--- src/rtl/trip_order_recorder.sv ---
module trip_order_recorder #(
  parameter int CHANNELS    = 8,
  parameter int ORDER_W     = 4,
  parameter int ORDER_START = 1,
  parameter int ORDER_MAX   = 9,
  parameter int ALARM_HOLD  = 50_000_000,
  localparam int HOLD_W     = $clog2(ALARM_HOLD + 1)
) (
  input  logic                          clk,
  input  logic                          rst_n,
  input  logic                          manual_clr,
  input  logic                          quiz_mode,
  input  logic [CHANNELS-1:0]           trip_in,
  output logic [CHANNELS*ORDER_W-1:0]   order_num,
  output logic [CHANNELS-1:0]           disp_en,
  output logic [CHANNELS-1:0]           ready,
  output logic                          alarm
);

  logic [CHANNELS-1:0] sync_a, sync_b, sync_prev, tripped, fresh;
  logic [ORDER_W-1:0]  counter, counter_nxt;
  logic [ORDER_W-1:0]  stored [CHANNELS];
  logic [ORDER_W-1:0]  slot   [CHANNELS];
  logic [HOLD_W-1:0]   hold_cnt;

  assign fresh = sync_b & ~sync_prev & ~tripped;

  always_comb begin
    logic [ORDER_W-1:0] run;
    run = counter;
    for (int i = 0; i < CHANNELS; i++) begin
      slot[i] = run;
      if (fresh[i] && run < ORDER_W'(ORDER_MAX)) run = run + 1'b1;
    end
    counter_nxt = run;
  end

  always_ff @(posedge clk or negedge rst_n) begin
    if (!rst_n) begin
      sync_a    <= '0;
      sync_b    <= '0;
      sync_prev <= '0;
      tripped   <= '0;
      counter   <= ORDER_W'(ORDER_START);
      hold_cnt  <= '0;
      for (int i = 0; i < CHANNELS; i++) stored[i] <= '0;
    end else begin
      sync_a    <= trip_in;
      sync_b    <= sync_a;
      sync_prev <= sync_b;
      if (manual_clr) begin
        tripped  <= '0;
        counter  <= ORDER_W'(ORDER_START);
        hold_cnt <= '0;
      end else begin
        tripped <= tripped | fresh;
        counter <= counter_nxt;
        for (int i = 0; i < CHANNELS; i++)
          if (fresh[i]) stored[i] <= slot[i];
        if (|fresh)            hold_cnt <= HOLD_W'(ALARM_HOLD);
        else if (hold_cnt != '0) hold_cnt <= hold_cnt - 1'b1;
      end
    end
  end

  for (genvar g = 0; g < CHANNELS; g++) begin : g_chan
    assign order_num[g*ORDER_W +: ORDER_W] = tripped[g] ? stored[g] : counter;

    AST_FROZEN: assert property (@(posedge clk) disable iff (!rst_n)
      tripped[g] |=> $stable(stored[g]));
  end

  assign disp_en = tripped;
  assign ready   = ~tripped;
  assign alarm   = (|tripped) & (~quiz_mode | (hold_cnt != '0));

  AST_LATCH_KEPT: assert property (@(posedge clk) disable iff (!rst_n)
    !manual_clr |=> ((tripped & $past(tripped)) == $past(tripped)));

  AST_CLEARED: assert property (@(posedge clk) disable iff (!rst_n)
    manual_clr |=> (tripped == '0 && counter == ORDER_W'(ORDER_START)));

  AST_COUNT_TRACKS: assert property (@(posedge clk) disable iff (!rst_n)
    (ORDER_START + $countones(tripped) >= ORDER_MAX)
      ? (counter == ORDER_W'(ORDER_MAX))
      : (int'(counter) == ORDER_START + $countones(tripped)));

  AST_NO_OVERFLOW: assert property (@(posedge clk) disable iff (!rst_n)
    counter <= ORDER_W'(ORDER_MAX));

  AST_SILENT_IDLE: assert property (@(posedge clk) disable iff (!rst_n)
    (tripped == '0) |-> !alarm);

endmodule

--- config.mk ---
export PLATFORM = sky130hd
export DESIGN_NAME = trip_order_recorder
export DESIGN_NICKNAME = d
export VERILOG_FILES = /design/src/rtl/trip_order_recorder.sv
export SDC_FILE = /design/constraint.sdc
export NUM_CORES = 1
export LEC_CHECK = 0
export BUFFER_PORTS_ARGS = -buffer_cell sky130_fd_sc_hd__clkbuf_2
export CORE_UTILIZATION = 35
export DETAILED_ROUTE_END_ITERATION = 8
export GPL_TIMING_DRIVEN = 0
export PLACE_DENSITY = 0.54
export SLEW_MARGIN = 20
export SYNTH_ARGS = -nofsm -noshare
export SYNTH_HDL_FRONTEND = slang
export SYNTH_SLANG_ARGS = --single-unit
export TNS_END_PERCENT = 20
--- constraint.sdc ---
create_clock -name clk -period 9.7 [get_ports clk]
set_clock_uncertainty 0.1 [all_clocks]
set_input_delay 0.485 -clock clk [delete_from_list [all_inputs] [get_ports clk]]
set_output_delay 0.485 -clock clk [all_outputs]
set_load 0.005 [all_outputs]
# Word level (Yosys, flattened, before mapping)
# Index checks and enable logic that the tools add are counted.
[word_totals] regBits=94 latchBits=0 mem_bits_rw=0 romBits=0 output_inout_bits=49 elab_cells=81 mem_count=0
[classes] addsub=9 mul=0 div_mod_pow=0 order_cmp=8 eq_ne=0 shifts=0 n_mux=21 bitwise=9 n_reduce_logical=20
[ops] operator="two-way mux 26 bit" n=3
[ops] operator="two-way mux 4 bit" n=17
[ops] operator="adder 4 x 1 -> 4 bit (second input constant)" n=8
[ops] operator="< comparator 4 bit (second input constant)" n=8
[ops] operator="nonzero test 26 bit" n=1
[ops] operator="subtractor 26 x 1 -> 26 bit (second input constant)" n=1
[ops] operator="AND 8 bit" n=2
[ops] operator="inverter 8 bit" n=2
[ops] operator="AND reduction 2 bit" n=8
[ops] operator="OR reduction 8 bit" n=2
[ops] operator="logical AND 1 bit" n=8
[ops] operator="two-way mux 8 bit" n=1
[ops] operator="OR 8 bit" n=1
[ops] operator="nonzero test 3 bit" n=1
[ops] operator="inverter 1 bit" n=2
[ops] operator="AND 1 bit" n=1
[ops] operator="OR 1 bit" n=1

# Logic depth before layout (Yosys ltp)
# Gate-level depths: netlist (run 1).
[logic_depth] depth_word=27 ltp_mapped=44 ltp_nobuf=44

# Worst setup path before layout (run 1)
# OpenSTA, ideal clock, no wires.
[synth_path] kind="reg2reg" startpoint="reg counter[0]" endpoint="reg counter[1]" t_arrival_ns=7.483 required_time_ns=9.506 setup_slack_ns=2.024 path_stages_with_launch=42 period_less_slack_ns=7.676 path_cell_list="dfstp_2 inv_1 ha_1 nor2b_1 o21a_1 nor2_1 a21oi_1 ha_1 and2_1 a31oi_2 xnor2_1 inv_2 ha_1 and4_1 o2bb2ai_1 or2_1 o21ai_0 inv_1 [... 6 more ...] o211ai_1 nand2_1 mux2_2 inv_1 ha_1 and2_1 a22o_1 mux2_2 inv_1 ha_1 nand2_1 a21o_1 and2_1 mux2i_1 ha_1 nand3_1 a211o_1 a211oi_1"
[synth_lines] item="start, declared" line_no="21" rtl="logic [ORDER_W-1:0] counter, counter_nxt;"
[synth_lines] item="start signal, assigned" line_no="44" rtl="counter <= ORDER_W'(ORDER_START);"
[synth_lines] item="start signal, assigned" line_no="53" rtl="counter <= ORDER_W'(ORDER_START);"
[synth_lines] item="start signal, assigned" line_no="57" rtl="counter <= counter_nxt;"

==> flow_summary.toml, run 1 <==
[run_status]
outcome = "completed"

[timing]
rsz0062_at_grt = "no"
tightest_slew_ns = 1.00
setup_viol = 0
max_freq_mhz = 112
worst_slack_ns = 0.774
slew_violations = 0
hold_viol_final = 0
fin_crit_sh = 0.920
setup_tns_ns = 0
slew_headroom = 0.324
min_period_ns = 8.93

[drt]
ant_nets = 0
dr.pass1.iters = 4
drc_errors = 0
met3_length_um = 508
wl_per_cell_um = 16.0
via_per_inst = 5.14
wl_mm = 13.0
vias = 4181
top_layer = "met4"
wl_met2_mm = 6.31
first_iter_violations = 211
met1_length_mm = 6.01

[worst_setup_path]
critPathTopFamily = "compound AO/OA/AOI/OAI gates"
slowest_delay_ns = 0.64
cp_max_fo = 7
crit_top_cell = "ha_1"
critPathSlowestCell = "dfstp_2"
critical_path.n_buffers_inverters = 6
crit_required_ns = 9.82
crit_arrival_ns = 9.05
endpoint_kind = "flip-flop"
critPathKind = "reg2reg"
cp-start-kind = "flip-flop"

[synthesis]
async_flop_share = 1.00
synth_flop_cell = "dfrtp_1"
synthTopCellsByArea = "dfrtp_1 45%, nand2_1 4.8%, o21ai_0 4.6%"
synthCells = 550
syn_area_um2 = 5150
synth_area_per_cell_um2 = 9.36
ys_seq_elements = 94
synth_warnings = 0
synth_edf_count = 0
syn_nets = 579
synth.most_common_cell = "dfrtp_1"
synth_top_area_share = 0.452
yosys.area.top_type = "dfrtp_1"
synth_cell_types = 73
synth_common_cells = "93 x dfrtp_1, 66 x nand2_1, 48 x nor2_1, 47 x o21ai_0, 41 x a21oi_1"
ys_seq_area_frac = 0.457

[final_layout]
syn_to_final_growth_pct = 18.2
num-nets-final = 658
final.fill_count = 1405
final_cells = 814
fin_area_um2 = 6080
diodes = 0
drive_gt1_frac = 0.197

[floorplanning]
initial_core_util = 0.365
dieHeight_um = 123
die-area_um2 = 15200
rows = 43
fp.coreArea_um2 = 14100
io_pins = 61
die-width_um = 123

[clocking]
clock_path_buffers = 2
clkLatencyLatePin_ns = 0.36
clock_sinks = 94
cts_root_buf = "clkbuf_16"
cts_max_level = 3
cts_buffers = 9
clkTransAtPathRegs_ns = 0.07
tritoncts = "done"

[placed_design]
placed_cell_area_um2 = 5710
dp_hpwl_mm = 9.29
dpl.cell_count = 791
finalWeightedCongestion = 0.837
post-place-ws_ns = 0.596
port-buffer-count = 60

[min_path]
min_path_type = "in2reg"

[grt]
grt_pass1_wl_mm = 21.2
grt_pass1_vias = 4097
grt_max_degree = 64
overflow = 0
antenna_found_initial = 0
grt_usage = 0.186

[pwr]
power.density_nw_per_um2 = 295
p_total_w = 0.00180
peakVddDrop_uv = 115
p_leak_nw = 2.74

[run]
max_cap_viol_count = 0
-- sequential cells by signal (all words and copies together), names as in the netlist --
| name | flops |
|---|---|
| stored | 32 |
| hold_cnt | 26 |
| disp_en | 8 |
| sync_prev | 8 |
| counter | 4 |
| sync_a | 8 |
| sync_b | 8 |
-- stage by stage --
| step | utilization | hold slack (ns) |
|---|---|---|
| final | 0.432 | 0.122 |
| after global routing | 0.432 | 0.112 |
| after CTS | 0.427 | 0.109 |
| after detailed placement | 0.405 | 0.235 |
| after global placement | 0.402 | 0.232 |
| after floorplan | - | 0.0894 |
-- final cells by class --
type                            count  area, µm²  share of cell area
Buffer                             20       76.3              0.0125
Clock buffer                        9        225              0.0370
Clock inverter                      7       80.1              0.0132
Inverter                           30        120              0.0197
Multi-Input combinational cell    406       2610               0.429
Sequential cell                    94       2350               0.387
Tap cell                          180        225              0.0370
Timing Repair Buffer               68        392              0.0644
-- worst paths after layout --
path                       startpoint            to  slack (ns)  cells past startpoint
min in group asynchronous       rst_n  sync_prev[3]        0.48                      2
max                        counter[0]    counter[1]        0.77                     42
max reg2reg                counter[0]    counter[1]        0.77                     42
max in group asynchronous       rst_n    counter[0]        8.37                      3
min                        trip_in[0]     sync_a[0]        0.12                      1
min reg2reg                 sync_a[4]     sync_b[4]        0.25                      0
-- per-layer routing --
| layer | GRT usage | vias to the layer above |
|---|---|---|
| met2 | 0.300 | 70 |
| li1 | - | 2077 |
| met4 | 0.0730 | 0 |
| met5 | 0 | - |
| met1 | 0.241 | 2018 |
| met3 | 0.0443 | 16 |
-- what timing repair did --
action | 4_1_cts | 5_1_grt
buffers inserted | 0 | 6
hold endpoints to repair | 31 | 0
gates resized for setup | 0 | 4
setup endpoints to repair | 0 | 2
hold buffers | 1 | 0
-- layout by cell type, fill, tap and decap left out, types with 4 or more instances in the layout --
cell and count:
dfrtp_1 93, inv_1 24, ha_1 17, xor2_1 8, or3_1 6, a21oi_1 41, mux2i_1 4, nor2_1 48
and2_1 11, and3_1 5, a211oi_1 5, mux2_2 11, o31ai_1 5, nor3_1 17, nand3_1 5, o21ai_0 46
nand4_1 4, nor4_1 7, clkbuf_2 59, clkbuf_16 9, clkbuf_1 17, nand2b_1 17, xnor2_1 13, nand2_1 66
nor3b_1 4, o211ai_1 8, buf_4 6
-- power by group --
group	switching, W	internal, W
clock	0.000169	0.000204
sequential	0.0000538	0.000473
combinational	0.000534	0.000365
-- cells by family after synthesis --
logic type,share of synthesized area
xor+xnor,0.0438
buf+inv,0.0367
mux,0.0462
fa+ha+maj,0.0413
simple gates,0.203
flops,0.457
compound gates,0.172
(Power assumes the default switching activity.)
==> run 2, diff against run 1 <==
Settings changed: CORE_ASPECT_RATIO set to 0.8.
==> flow_summary.toml, run 2 (synthesis gave the netlist of run 1 again) <==
[drt]
first_iter_violations = 251
dr.pass1.iters = 5
drc_errors = 0
ant_nets = 0
via_per_inst = 5.17
wl_mm = 13.2
wl_per_cell_um = 16.1
vias = 4230

[worst_setup_path]
critPathSlowestCell = "dfstp_2"
slowest_delay_ns = 0.63
reg2reg_from = "counter[0]"
crit_arrival_ns = 9.15
cp_max_fo = 7
endpoint_kind = "flip-flop"
reg2reg_depth = 42
setup.reg_to_reg.worst_slack_ns = 0.69
critical_path.n_buffers_inverters = 6
critPathKind = "reg2reg"
crit_required_ns = 9.85
worstReg2RegEnd = "counter[1]"
crit_top_cell = "ha_1"
critPathTopFamily = "compound AO/OA/AOI/OAI gates"
cp-start-kind = "flip-flop"

[final_layout]
diodes = 0
final_common_cell = "dfrtp_1"
reg_top3 = "stored x32, hold_cnt x26"
syn_to_final_growth_pct = 19.4
final_core_util = 0.430
final_cell_mix = "93 x dfrtp_1, 66 x nand2_1, 59 x clkbuf_2"
largest_reg_flops = 32
top_register = "stored"
num-nets-final = 658
drive_gt1_frac = 0.202

[min_path]
hold_path_depth = 1
min_path_type = "in2reg"
hp-start = "trip_in[3]"
worstHoldEndpoint = "sync_a[3]"

[timing]
slew_headroom = 0.460
min_period_ns = 9.01
hold_viol_final = 0
slew_violations = 0
setup_tns_ns = 0
worst_hold_slack_ns = 0.130
rsz0062_at_grt = "no"
fin_crit_sh = 0.929
tightest_slew_ns = 0.803
max_freq_mhz = 111
setup_viol = 0

[clocking]
cts_root_buf = "clkbuf_16"
clkTransAtPathRegs_ns = 0.07
cts_buffers = 9
clkLatencyLatePin_ns = 0.36
tritoncts = "done"
cts_max_level = 3
clock_path_buffers = 2
clock_sinks = 94

[floorplanning]
die-area_um2 = 15200
rows = 39
die-width_um = 138
fp.coreArea_um2 = 14300
dieHeight_um = 110
initial_core_util = 0.360
io_pins = 61

[pwr]
power.density_nw_per_um2 = 301
peakVddDrop_uv = 145
p_leak_nw = 2.76
p_total_w = 0.00185

[run_status]
outcome = "completed"

[placed_design]
finalWeightedCongestion = 0.848
port-buffer-count = 60
dp_hpwl_mm = 9.68

[run]
max_cap_viol_count = 0

[grt]
antenna_found_initial = 0
grt_pass1_vias = 4114
grt_pass1_wl_mm = 21.7
grt_usage = 0.188
overflow = 0
grt_max_degree = 59
run 2: through the flow:
stage	area, µm²	worst slack [ns]	instances
3_3_place_gp	5680	0.665	794
5_1_grt	6150	0.0170	818
2_1_floorplan	5150	2.02	550
6_report	6150	0.693	818
3_5_place_dp	5710	0.447	795
4_1_cts	6060	0.328	812
run 2: final cells by class:
type / count / area (µm²)
clock buffers: 10 / 239
fillers: 1437 / 8150
multi-input cells: 406 / 2640
repair buffers: 68 / 392
plain buffers: 20 / 76.3
inverters: 30 / 120
well taps: 184 / 230
flip-flops and latches: 94 / 2350
clock inverters: 6 / 92.6
run 2: worst max-delay path by stage:
stage | slack, ns | to | cells past startpoint | start
2_1_floorplan | 2.02 | counter[1] | 41 | counter[0]
3_3_place_gp | 0.67 | counter[1] | 40 | counter[1]
3_5_place_dp | 0.45 | counter[1] | 40 | counter[1]
4_1_cts | 0.33 | counter[1] | 40 | counter[1]
5_1_grt | 0.02 | counter[1] | 42 | counter[0]
6_report | 0.69 | counter[1] | 42 | counter[0]
run 2: metal layers:
| metal | part of all wire | GRT usage | wire, µm | vias up |
|---|---|---|---|---|
| li1 | - | - | - | 2082 |
| met1 | 0.50 | 0.276 | 6650 | 2041 |
| met2 | 0.44 | 0.276 | 5750 | 93 |
| met3 | 0.045 | 0.0409 | 594 | 14 |
| met4 | 0.014 | 0.0535 | 186 | 0 |
| met5 | 0 | 0 | 0 | - |
run 2: where the power goes:
| group | internal, W | switching [W] |
|---|---|---|
| clock | 0.000234 | 0.000157 |
| sequential | 0.000473 | 0.0000545 |
| combinational | 0.000377 | 0.000554 |
run 2: timing repair:
item                                   CTS  global route
hold buffers                             1             0
setup buffers                            0             6
setup endpoints to repair                0             3
resized for setup                        0             9
endpoints found under the hold margin   36             0
==> run 3, diff against run 2 <==
Settings changed: CELL_PAD_IN_SITES_DETAIL_PLACEMENT set to 1, CELL_PAD_IN_SITES_GLOBAL_PLACEMENT set to 1, CORE_MARGIN set to 8, CTS_CLUSTER_DIAMETER set to 80, PLACE_DENSITY 0.54 to 0.66.
==> flow_summary.toml, run 3 (synthesis gave the netlist of run 1 again) <==
[run_status]
outcome = "completed"

[worst_setup_path]
crit_arrival_ns = 9.20
reg2reg_from = "counter[0]"
cp_max_fo = 7
setup.reg_to_reg.worst_slack_ns = 0.64
crit_top_cell = "ha_1"
slowest_delay_ns = 0.65
crit_cells = 40
critPathSlowestCell = "dfstp_2"
critPathTopFamily = "compound AO/OA/AOI/OAI gates"
startpoint = "counter[0]"
critPathKind = "reg2reg"
crit_required_ns = 9.84
cp-start-kind = "flip-flop"
endpoint_kind = "flip-flop"
critical_path.n_buffers_inverters = 6
reg2reg_depth = 40

[drt]
first_iter_violations = 194
via_per_inst = 5.28
dr.pass1.iters = 4
vias = 4315
wl_mm = 14.8
wl_per_cell_um = 18.1
ant_nets = 0
drc_errors = 0

[timing]
min_period_ns = 9.06
worst_slack_ns = 0.640
slew_violations = 0
worst_hold_slack_ns = 0.136
tightest_slew_ns = 0.863
max_freq_mhz = 110
hold_viol_final = 0
slew_headroom = 0.425
setup_viol = 0
fin_crit_sh = 0.934

[placed_design]
finalWeightedCongestion = 0.828
placed_cell_area_um2 = 5710
dpl.cell_count = 795
post-place-ws_ns = 0.204
dp_hpwl_mm = 11.0
port-buffer-count = 60

[floorplanning]
die-width_um = 152
initial_core_util = 0.359
dieHeight_um = 124
fp.coreArea_um2 = 14300
die-area_um2 = 18900
io_pins = 61
rows = 39

[pwr]
peakVddDrop_uv = 151
power.density_nw_per_um2 = 303
p_leak_nw = 2.76

[clocking]
cts_max_level = 3
cts_root_buf = "clkbuf_16"
clkTransAtPathRegs_ns = 0.07
cts_buffers = 9
clock_path_buffers = 2
clkLatencyLatePin_ns = 0.36
tritoncts = "done"
clock_sinks = 94

[grt]
antenna_found_initial = 0
overflow = 0
grt_pass1_wl_mm = 24.0
grt_usage = 0.161
grt_pass1_vias = 4397
grt_max_degree = 64

[run]
max_cap_viol_count = 0

[final_layout]
final_cells = 818
fin_area_um2 = 6150
diodes = 0
final_cell_mix = "93 x dfrtp_1, 66 x nand2_1, 59 x clkbuf_2"
final_common_cell = "dfrtp_1"
final.fill_count = 1696
drive_gt1_frac = 0.203
num-nets-final = 658
top_register = "stored"
largest_reg_flops = 32
regArea_um2 = 2350
multiInputGateArea_um2 = 2660
syn_to_final_growth_pct = 19.4
reg_top3 = "stored x32, hold_cnt x26"

[min_path]
min_path_type = "in2reg"
hp-start = "trip_in[3]"
hold_path_depth = 1
## run 3: cell types whose count changed in the layout (fill, tap and decap cells not counted)
| cell | before | now |
|---|---|---|
| a31oi_2 | 1 | 0 |
| clkbuf_8 | 2 | 4 |
| clkinv_2 | 0 | 1 |
| a21oi_2 | 2 | 3 |
| a21oi_1 | 41 | 40 |
| a31oi_4 | 0 | 1 |
| bufinv_16 | 2 | 1 |
| clkinvlp_4 | 4 | 2 |
## run 3: path summary, 6_finish.rpt
kind                                end
max                          counter[1]
min                           sync_a[3]
max reg2reg                  counter[1]
min reg2reg                   sync_b[3]
max in group asynchronous    counter[0]
min in group asynchronous  sync_prev[4]
## run 3: worst register-to-register path: cells and delay by family (launching register included)
| family | cells | cell delay (ns) |
|---|---|---|
| multiplexers | 3 | 1.01 |
| flip-flops | 1 | 0.65 |
| AND/OR/NAND/NOR | 10 | 1.54 |
| adder cells (fa/ha/maj) | 8 | 1.78 |
| AO/OA/AOI/OAI | 13 | 3.17 |
| buffers and inverters | 6 | 0.71 |
## run 3: repair_timing
action,in CTS,in global routing
setup endpoints to repair,0,3
buffers inserted,0,6
gates resized for setup,0,11
hold buffers,1,0
hold endpoints to repair,31,0
## run 3: routing by layer
metal | vias up | share of wire | track usage
li1 | 2072 | - | -
met1 | 2168 | 0.51 | 0.227
met2 | 62 | 0.45 | 0.245
met3 | 13 | 0.036 | 0.0381
met4 | 0 | 0.0093 | 0.0351
met5 | - | 0 | 0
## run 3: layout make-up
| type | instances | area share |
|---|---|---|
| clock inverters | 4 | 0.00855 |
| well taps | 184 | 0.0375 |
| multi-input cells | 406 | 0.432 |
| inverters | 30 | 0.0195 |
| repair buffers | 68 | 0.0637 |
| plain buffers | 20 | 0.0124 |
| clock buffers | 12 | 0.0434 |
| flip-flops and latches | 94 | 0.383 |
## run 3: stage by stage
| step | TNS, ns | utilization | power, W |
|---|---|---|---|
| detailed placement | 0 | 0.398 | 0.00143 |
| global route | -0.0260 | 0.428 | 0.00201 |
| CTS | 0 | 0.421 | 0.00183 |
| floorplan | 0 | - | 0.00114 |
| finish | 0 | 0.428 | 0.00186 |
| global placement | 0 | 0.396 | 0.00139 |
## run 3: where the power goes
part | leakage, nW | internal, W | switching (W)
Combinational | 1.44 | 0.000380 | 0.000571
Clock | 0.159 | 0.000222 | 0.000159
Sequential | 1.16 | 0.000473 | 0.0000558
Total | 2.76 | 0.00107 | 0.000786
